$ cat config.mk
export PLATFORM = sky130hd
export DESIGN_NAME = evt_irq_aggr
export DESIGN_NICKNAME = d
export VERILOG_FILES = /design/src/rtl/evt_irq_pkg.sv /design/src/rtl/evt_pend_regs.sv /design/src/rtl/evt_mask_regs.sv /design/src/rtl/evt_irq_reduce.sv /design/src/rtl/evt_irq_aggr.sv
export SDC_FILE = /design/constraint.sdc
export NUM_CORES = 1
export LEC_CHECK = 0
export ABC_AREA = 0
export CAP_MARGIN = 20
export CORE_MARGIN = 4
export CORE_UTILIZATION = 55
export DETAILED_ROUTE_END_ITERATION = 10
export PLACE_DENSITY = 0.79
export REMOVE_ABC_BUFFERS = 1
export SLEW_MARGIN = 10
export SYNTH_ARGS = -nofsm -noshare
export SYNTH_HDL_FRONTEND = slang
export SYNTH_SLANG_ARGS = --single-unit
$ cat constraint.sdc
create_clock -name clk_i -period 4.5 [get_ports clk_i]
set_clock_uncertainty 0.2 [all_clocks]
set_input_delay 0.9 -clock clk_i [delete_from_list [all_inputs] [get_ports clk_i]]
set_output_delay 0.9 -clock clk_i [all_outputs]
set_load 0.005 [all_outputs]
$ cat src/rtl/evt_irq_pkg.sv
package evt_irq_pkg;
  localparam int NUM_LINES = 3;
  localparam int BANK_W    = 2;

  typedef enum logic [BANK_W-1:0] {
    BANK_PEND  = 2'd0,
    BANK_MASK0 = 2'd1,
    BANK_MASK1 = 2'd2,
    BANK_MASK2 = 2'd3
  } bank_e;
endpackage

$ cat src/rtl/evt_pend_regs.sv
module evt_pend_regs #(
  parameter int NUM_WORDS = 3,
  parameter int WORD_W    = 32,
  parameter int WSEL_W    = 2,
  parameter int BIT_W     = 5
) (
  input  logic                                clk_i,
  input  logic                                rst_ni,
  input  logic                                evt_valid_i,
  input  logic [WSEL_W-1:0]                   evt_word_i,
  input  logic [BIT_W-1:0]                    evt_bit_i,
  input  logic [NUM_WORDS-1:0]                clr_en_i,
  input  logic [WORD_W-1:0]                   clr_bits_i,
  output logic [NUM_WORDS-1:0][WORD_W-1:0]    pend_o
);
  logic [WORD_W-1:0] onehot;
  assign onehot = WORD_W'(1) << evt_bit_i;

  for (genvar w = 0; w < NUM_WORDS; w++) begin : g_word
    logic [WORD_W-1:0] set_v, clr_v;
    assign set_v = (evt_valid_i && evt_word_i == WSEL_W'(w)) ? onehot : '0;
    assign clr_v = clr_en_i[w] ? clr_bits_i : '0;
    // set applied after clear: an event wins over a same-cycle clear
    always_ff @(posedge clk_i or negedge rst_ni) begin
      if (!rst_ni) pend_o[w] <= '0;
      else         pend_o[w] <= (pend_o[w] & ~clr_v) | set_v;
    end
  end
endmodule

$ cat src/rtl/evt_mask_regs.sv
module evt_mask_regs #(
  parameter int NUM_LINES = 3,
  parameter int NUM_WORDS = 3,
  parameter int WORD_W    = 32
) (
  input  logic                                               clk_i,
  input  logic                                               rst_ni,
  input  logic [NUM_LINES-1:0][NUM_WORDS-1:0]                we_i,
  input  logic [WORD_W-1:0]                                  wdata_i,
  output logic [NUM_LINES-1:0][NUM_WORDS-1:0][WORD_W-1:0]    mask_o
);
  for (genvar l = 0; l < NUM_LINES; l++) begin : g_line
    for (genvar w = 0; w < NUM_WORDS; w++) begin : g_word
      always_ff @(posedge clk_i or negedge rst_ni) begin
        if (!rst_ni)        mask_o[l][w] <= '0;
        else if (we_i[l][w]) mask_o[l][w] <= wdata_i;
      end
    end
  end
endmodule

$ cat src/rtl/evt_irq_reduce.sv
module evt_irq_reduce #(
  parameter int NUM_LINES = 3,
  parameter int NUM_WORDS = 3,
  parameter int WORD_W    = 32
) (
  input  logic [NUM_WORDS-1:0][WORD_W-1:0]                 pend_i,
  input  logic [NUM_LINES-1:0][NUM_WORDS-1:0][WORD_W-1:0]  mask_i,
  output logic [NUM_LINES-1:0]                             irq_o
);
  always_comb begin
    for (int l = 0; l < NUM_LINES; l++) begin
      logic acc;
      acc = 1'b0;
      for (int w = 0; w < NUM_WORDS; w++) acc = acc | (|(pend_i[w] & mask_i[l][w]));
      irq_o[l] = acc;
    end
  end
endmodule

$ cat src/rtl/evt_irq_aggr.sv
module evt_irq_aggr
  import evt_irq_pkg::*;
#(
  parameter  int WORD_W    = 32,
  parameter  int NUM_WORDS = 3,
  localparam int BIT_W     = $clog2(WORD_W),
  localparam int WSEL_W    = $clog2(NUM_WORDS + 1),
  localparam int CODE_W    = WSEL_W + BIT_W,
  localparam int ADDR_W    = BANK_W + WSEL_W
) (
  input  logic                 clk_i,
  input  logic                 rst_ni,
  input  logic                 evt_valid_i,
  input  logic [CODE_W-1:0]    evt_code_i,
  input  logic                 bus_we_i,
  input  logic [ADDR_W-1:0]    bus_addr_i,
  input  logic [WORD_W-1:0]    bus_wdata_i,
  output logic [WORD_W-1:0]    bus_rdata_o,
  output logic [NUM_LINES-1:0] irq_o
);
  logic [NUM_WORDS-1:0][WORD_W-1:0]                 pend_q;
  logic [NUM_LINES-1:0][NUM_WORDS-1:0][WORD_W-1:0]  mask_q;
  logic [NUM_WORDS-1:0]                             clr_en;
  logic [NUM_LINES-1:0][NUM_WORDS-1:0]              mask_we;
  bank_e                                            bank;
  logic [WSEL_W-1:0]                                word;

  assign bank = bank_e'(bus_addr_i[ADDR_W-1 -: BANK_W]);
  assign word = bus_addr_i[WSEL_W-1:0];

  for (genvar w = 0; w < NUM_WORDS; w++) begin : g_dec
    assign clr_en[w] = bus_we_i && bank == BANK_PEND && word == WSEL_W'(w);
    for (genvar l = 0; l < NUM_LINES; l++) begin : g_line
      assign mask_we[l][w] = bus_we_i && bank == bank_e'(BANK_W'(l + 1)) && word == WSEL_W'(w);
    end
  end

  always_comb begin
    bus_rdata_o = '0;
    for (int w = 0; w < NUM_WORDS; w++) begin
      if (word == WSEL_W'(w)) begin
        if (bank == BANK_PEND) bus_rdata_o = pend_q[w];
        for (int l = 0; l < NUM_LINES; l++)
          if (bank == bank_e'(BANK_W'(l + 1))) bus_rdata_o = mask_q[l][w];
      end
    end
  end

  evt_pend_regs #(
    .NUM_WORDS(NUM_WORDS), .WORD_W(WORD_W), .WSEL_W(WSEL_W), .BIT_W(BIT_W)
  ) u_pend (
    .clk_i      (clk_i),
    .rst_ni     (rst_ni),
    .evt_valid_i(evt_valid_i),
    .evt_word_i (evt_code_i[CODE_W-1 -: WSEL_W]),
    .evt_bit_i  (evt_code_i[BIT_W-1:0]),
    .clr_en_i   (clr_en),
    .clr_bits_i (bus_wdata_i),
    .pend_o     (pend_q)
  );

  evt_mask_regs #(
    .NUM_LINES(NUM_LINES), .NUM_WORDS(NUM_WORDS), .WORD_W(WORD_W)
  ) u_mask (
    .clk_i  (clk_i),
    .rst_ni (rst_ni),
    .we_i   (mask_we),
    .wdata_i(bus_wdata_i),
    .mask_o (mask_q)
  );

  evt_irq_reduce #(
    .NUM_LINES(NUM_LINES), .NUM_WORDS(NUM_WORDS), .WORD_W(WORD_W)
  ) u_reduce (
    .pend_i(pend_q),
    .mask_i(mask_q),
    .irq_o (irq_o)
  );
endmodule

; ---- Word-level counts from Yosys, hierarchy flattened
; Index checks and enable logic that the tools add are counted.
; Widths: inputs -> output; s select.
[op_classes]
addsub = 0
n_mul = 0
div_mod_pow = 0
n_lt_le_gt_ge = 0
eq_ne = 7
n_shift = 1
muxes = 21
bitwise_logic = 24
n_reduce_logical = 31
[ops]
columns = cell, n
row1 = $mux 32, 21
row2 = $and 32x32->32, 12
row3 = $reduce_or 32->1, 9
row4 = $not 32->32, 3
row5 = $or 32x32->32, 3
row6 = $shl 1x5->32 const A, 1
row7 = $logic_and 1x1->1, 19
row8 = $eq 2x2->1 const B, 4
row9 = $eq 2x1->1 const B, 3
row10 = $logic_not 2->1, 3
row11 = $or 1x1->1, 6
[totals]
regBits = 384
latchBits = 0
mem_bits_rw = 0
mem_bits_ro = 0
in_bits = 47
out_inout_bits = 35
mem_count = 0

; ---- Depth between registers and ports, before layout
[logic_depth]
depth_word = 16
depth_mapped = 7
ltp_nobuf = 5

; ---- By module
; From an unflattened synthesis, not the netlist that was laid out.
[hier_totals]
cells_unflattened = 1462
area_unflattened_um2 = 20820.0
[modules_own_cells]
columns = mod, instances, cells_each, area_per_inst_um2
row1 = evt_mask_regs, 1, 612, 12105.4
row2 = evt_pend_regs, 1, 346, 4113.9
row3 = evt_irq_aggr, 1, 317, 3190.6
row4 = evt_irq_reduce, 1, 187, 1410.1

; ---- Worst setup path before layout
; OpenSTA, ideal clock, no wires.
[synth_timing]
path_type = input -> output
from = input bus_addr_i[2]
to = output bus_rdata_o[26]
t_arrival_ns = 2.013
setup_slack_ns = 1.387
cell_stages = 6
cell_sequence = buf_6 buf_6 buf_6 mux4_2 nand2_1 o21ai_0
[synth_via]
elab_chain_cells = 16
word_cells_on_any_way = 19
cone_classes = 3 x eq/ne / 15 x mux / 1 x reduce/logical
[synth_rtl]
columns = element, line
row1 = "start, declared", evt_irq_aggr.sv:16  ; input logic [ADDR_W-1:0] bus_addr_i,
row2 = $logic_not 2->1, evt_irq_aggr.sv:42  ; if (bank == BANK_PEND) bus_rdata_o = pend_q[w];
row3 = $mux 32, evt_irq_aggr.sv:42
row4 = $mux 32 (3 in series), evt_irq_aggr.sv:44  ; if (bank == bank_e'(BANK_W'(l + 1))) bus_rdata_o = mask_q[l][w];
row5 = $mux 32, evt_irq_aggr.sv:41  ; if (word == WSEL_W'(w)) begin
row6 = $mux 32, evt_irq_aggr.sv:42
row7 = $mux 32 (3 in series), evt_irq_aggr.sv:44
row8 = $mux 32, evt_irq_aggr.sv:41
row9 = $mux 32, evt_irq_aggr.sv:42
row10 = $mux 32 (3 in series), evt_irq_aggr.sv:44
row11 = $mux 32 (*), evt_irq_aggr.sv:41
row12 = "end, declared", evt_irq_aggr.sv:18  ; output logic [WORD_W-1:0] bus_rdata_o,
; Mark *: on every way between the ends. The rest lies on a longest branch, timed or not.

; ---- Worst setup path after layout
[layout_timing]
from = register u_pend.pend_o[49] in the netlist's numbering
to = output irq_o[1]
[layout_via]
elab_chain_cells = 4
[layout_rtl]
columns = element, line
row1 = "start, declared", evt_pend_regs.sv:14  ; output logic [NUM_WORDS-1:0][WORD_W-1:0] pend_o
row2 = "start signal, assigned by index", evt_pend_regs.sv:26  ; else pend_o[w] <= (pend_o[w] & ~clr_v) | set_v;
row3 = $and 32x32->32, evt_irq_reduce.sv:14  ; for (int w = 0; w < NUM_WORDS; w++) acc = acc | (|(pend_i[w] & mask_i[l][w]));
row4 = $reduce_or 32->1, evt_irq_reduce.sv:14
row5 = $or 1x1->1 (2 in series), evt_irq_reduce.sv:14
row6 = "end, declared", evt_irq_aggr.sv:19  ; output logic [NUM_LINES-1:0] irq_o
; Every way passes these cells.

==> metrics list <==
- Outcome: finished clean
- TritonCTS built the clock tree.
- For this run, the register share of the synthesized area comes to 0.495.
- Data arrival time at the worst-slack endpoint: 3.11 ns
- For this design the static power due to leakage is 8.97 nW.
- Worst vdd ir: 0.373 mV
- The worst setup path is captured at a primary output.
- Once layout is complete, the utilization of the core stands at 0.636.
* Final worst setup slack: 0.286 ns
- The cell count after synthesis came out at 1483.
* Final worst path period share: 0.936
- Seq cells post-synth: 384
- Placed Instance Area: 20700 um^2
- Pre-CTS setup slack: 0.467 ns
* Slew headroom: 0.351
- Leaving out fill and tap cells, the most frequent cells in the layout are 384 x dfrtp_1, 268 x mux2_2, 146 x nand2_1, 113 x a22oi_1, 80 x mux4_2.
- Uppermost layer routed: met5
* Classification of the worst-slack hold path: in -> async
* Post-route ant nets: 0
- Starting density of the core: 0.560
- Cells along the critical path: a22o_1 > a221oi_1 > nand4_1 > nor3_1 > nand3_1 > clkdlybuf4s50_1
- Total met3 wirelength after detailed routing: 9870 um
- Dividing the detail-routed wire length by the instance count gives 38.2 um.
- In the final routing, the length of wire on met1 measures 28200 um.
- Hold bufs inserted after CTS: 0
- Number of resized instances in the post-cts repair step: 0
* Max Clock Freq: 0.237 GHz
- Post-Place Cells: 1951
- Global router's overall resource usage: 0.402
- Number of top-level pins: 82
- Violation count after the first detailed-route iteration: 2573
* Maximum number of pins on one net before global-route repair: 99
* Cell Pwr Density: 491 nW/um^2
- By startpoint and endpoint, the worst setup path is classified as reg -> out.
- In this run the post-CTS setup repair buffer count came out at 0.
* Global-route wire length before repair: 111000 um
* Most frequent standard cell in the layout excluding fill and tap cells: dfrtp_1
* Post-synthesis async set-or-reset flop share: 1.00
- The total overflow left after global routing is 0.
- Seq. cell area: 9610 um^2
* Final RePlAce weighted congestion: 1.01
- The worst path needs 4.21 ns of the cycle, external delays included.
* Via total after detailed routing: 15327
- Counting flops with a built-in enable in the synthesized netlist gives 0.
- The most used flip-flop cell after synthesis is dfrtp_1.
- Post-route cell area: 22100 um^2
- The floorplan step set the die width to 196 um.
* Wire length on met2: 33900 um
- Number of non-filler instances in the completed layout: 2027
- Num rows: 68
- For the pin with the worst max-slew slack, the measured transition is 0.973 ns.
- Number of antenna violations at the first check in global routing: 6
* Final HPWL from detailed placement: 54400 um
- In the routed layout, each cell is associated on average with a via count of 7.56.
- Setup repair after global routing left no endpoint under its margin.
- Area added between synthesis and finish: 13.6%
* Die boundary height: 196 um
* Filler cell count in the final layout: 2623
- In this run the worst path has a maximum fanout of 5.
- After synthesis, the mean cell area works out to 13.1 um^2.
- The Yosys step of the flow raised 0 warnings.
- Post-synthesis cell area: 19400 um^2
* Area of the die: 38400 um^2
- Fraction of final layout cells sized beyond drive strength 1: 0.311
* DRC violations left: 0
- Worst skew pair latency: 0.56 ns
* Clk root buf: clkbuf_16
- The number of max-slew violations in the final report was 0.
- Number of maximum-capacitance violations: 0
* Setup violations, final: 0
* CTS clk-pin slew, worst paths: 0.06 ns
* Drt pass-1 iters: 8
- Number of buffers on the longest clock path: 3
* Core box area: 34700 um^2
- Critical Path Start Type: flip-flop
- Post-synthesis cell type count: 45
- Critical path's largest stage delay: 0.52 ns
- Quantity of I/O buffers inserted on ports: 81
* TNS Setup: 0 ns
- For this design, the slowest cell found on the critical path is dfrtp_1.
- The multi-input combinational cells in the finished layout cover a total of 9190 um^2.
* # nets final: 1587
- The via count of the first global-routing pass is 14808.
- The number of endpoints with negative hold slack in the final report was 0.
- CP required: 3.40 ns
- Max H-tree Level: 2
- Clock Sinks: 384
- Clock tree synthesis inserted a total of 42 buffers.
- After detailed routing, the total wire length is 77300 um.
==> per-layer routing <==
layer,global-route usage,up-vias
met2,0.600,1308
li1,-,5829
met1,0.544,7851
met4,0.201,4
met3,0.112,335
met5,0,-
==> logic make-up (layout without fill, tap and decap cells) <==
| kind of cell | after synthesis | after routing | synth area share |
|---|---|---|---|
| compound gates | 309 | 309 | 0.123 |
| buf+inv | 117 | 203 | 0.0344 |
| flops | 384 | 384 | 0.495 |
| mux | 411 | 411 | 0.282 |
| other cells | 0 | 3 | 0 |
| simple gates | 262 | 262 | 0.0658 |
==> final cells by class <==
cell class                      instances  area share
Clock inverter                         13     0.00669
Sequential cell                       384       0.435
Clock buffer                           60      0.0553
Antenna cell                            3    0.000340
Multi-Input combinational cell        982       0.416
Tap cell                              455      0.0258
Timing Repair Buffer                  130      0.0605
==> power by group <==
group / leakage [nW] / switching [mW] / internal [mW]
combinational: 3.47 / 0.973 / 1.18
sequential: 4.82 / 1.02 / 4.16
clock: 0.681 / 1.45 / 2.05
total: 8.97 / 3.44 / 7.39
==> synthesized netlist by cell type, types with 7 or more instances <==
cell type  number  area share
nor2_4          7      0.0041
buf_2          31      0.0080
dfrtp_1       384        0.49
mux2_1         20       0.012
mux4_2         80       0.093
buf_4          21      0.0081
o21ai_0        32      0.0082
nand4_1        27      0.0087
mux2_2        268        0.16
a221oi_1       18      0.0081
o2bb2ai_1      60       0.027
nand2_1       146       0.028
nand3_1        14      0.0036
a22o_1         60       0.027
a22oi_1       113       0.044
buf_6          15      0.0087
mux2i_1        43       0.022
a21oi_1         9      0.0023
nor2_1         20      0.0039
clkbuf_1       49      0.0095
==> stage by stage <==
| step | total power, mW | hold WS, ns |
|---|---|---|
| after floorplan | 5.95 | 0.276 |
| after global placement | 7.17 | 0.286 |
| after detailed placement | 7.25 | 0.311 |
| after CTS | 10.7 | 0.194 |
| after global routing | 11.1 | 0.252 |
| final | 10.8 | 0.177 |
==> critical path: cells and delay by family, from the launching register on <==
kind                   cells  cell delay (ns)
flip-flops                 1             0.52
buffers and inverters      1             0.50
AND/OR/NAND/NOR            3             0.76
AO/OA/AOI/OAI              2             0.78
==> sequential cells by signal (all words and copies together), names as in the netlist <==
| register | flops |
|---|---|
| u_pend.pend_o | 96 |
| u_mask.mask_o | 288 |
==> final timing paths <==
kind	start	slack (ns)	depth (start not counted)	to
max	u_pend.pend_o[49]	0.29	6	irq_o[1]
min	rst_ni	0.18	1	u_mask.mask_o[75]
max in group asynchronous	rst_ni	2.98	2	u_mask.mask_o[189]
min reg2reg	u_mask.mask_o[4]	0.33	1	u_mask.mask_o[4]
max reg2reg	u_mask.mask_o[246]	3.34	1	u_mask.mask_o[246]
min in group clk_i	u_mask.mask_o[4]	0.33	1	u_mask.mask_o[4]
Note: power is estimated with default switching activity, not from simulation.
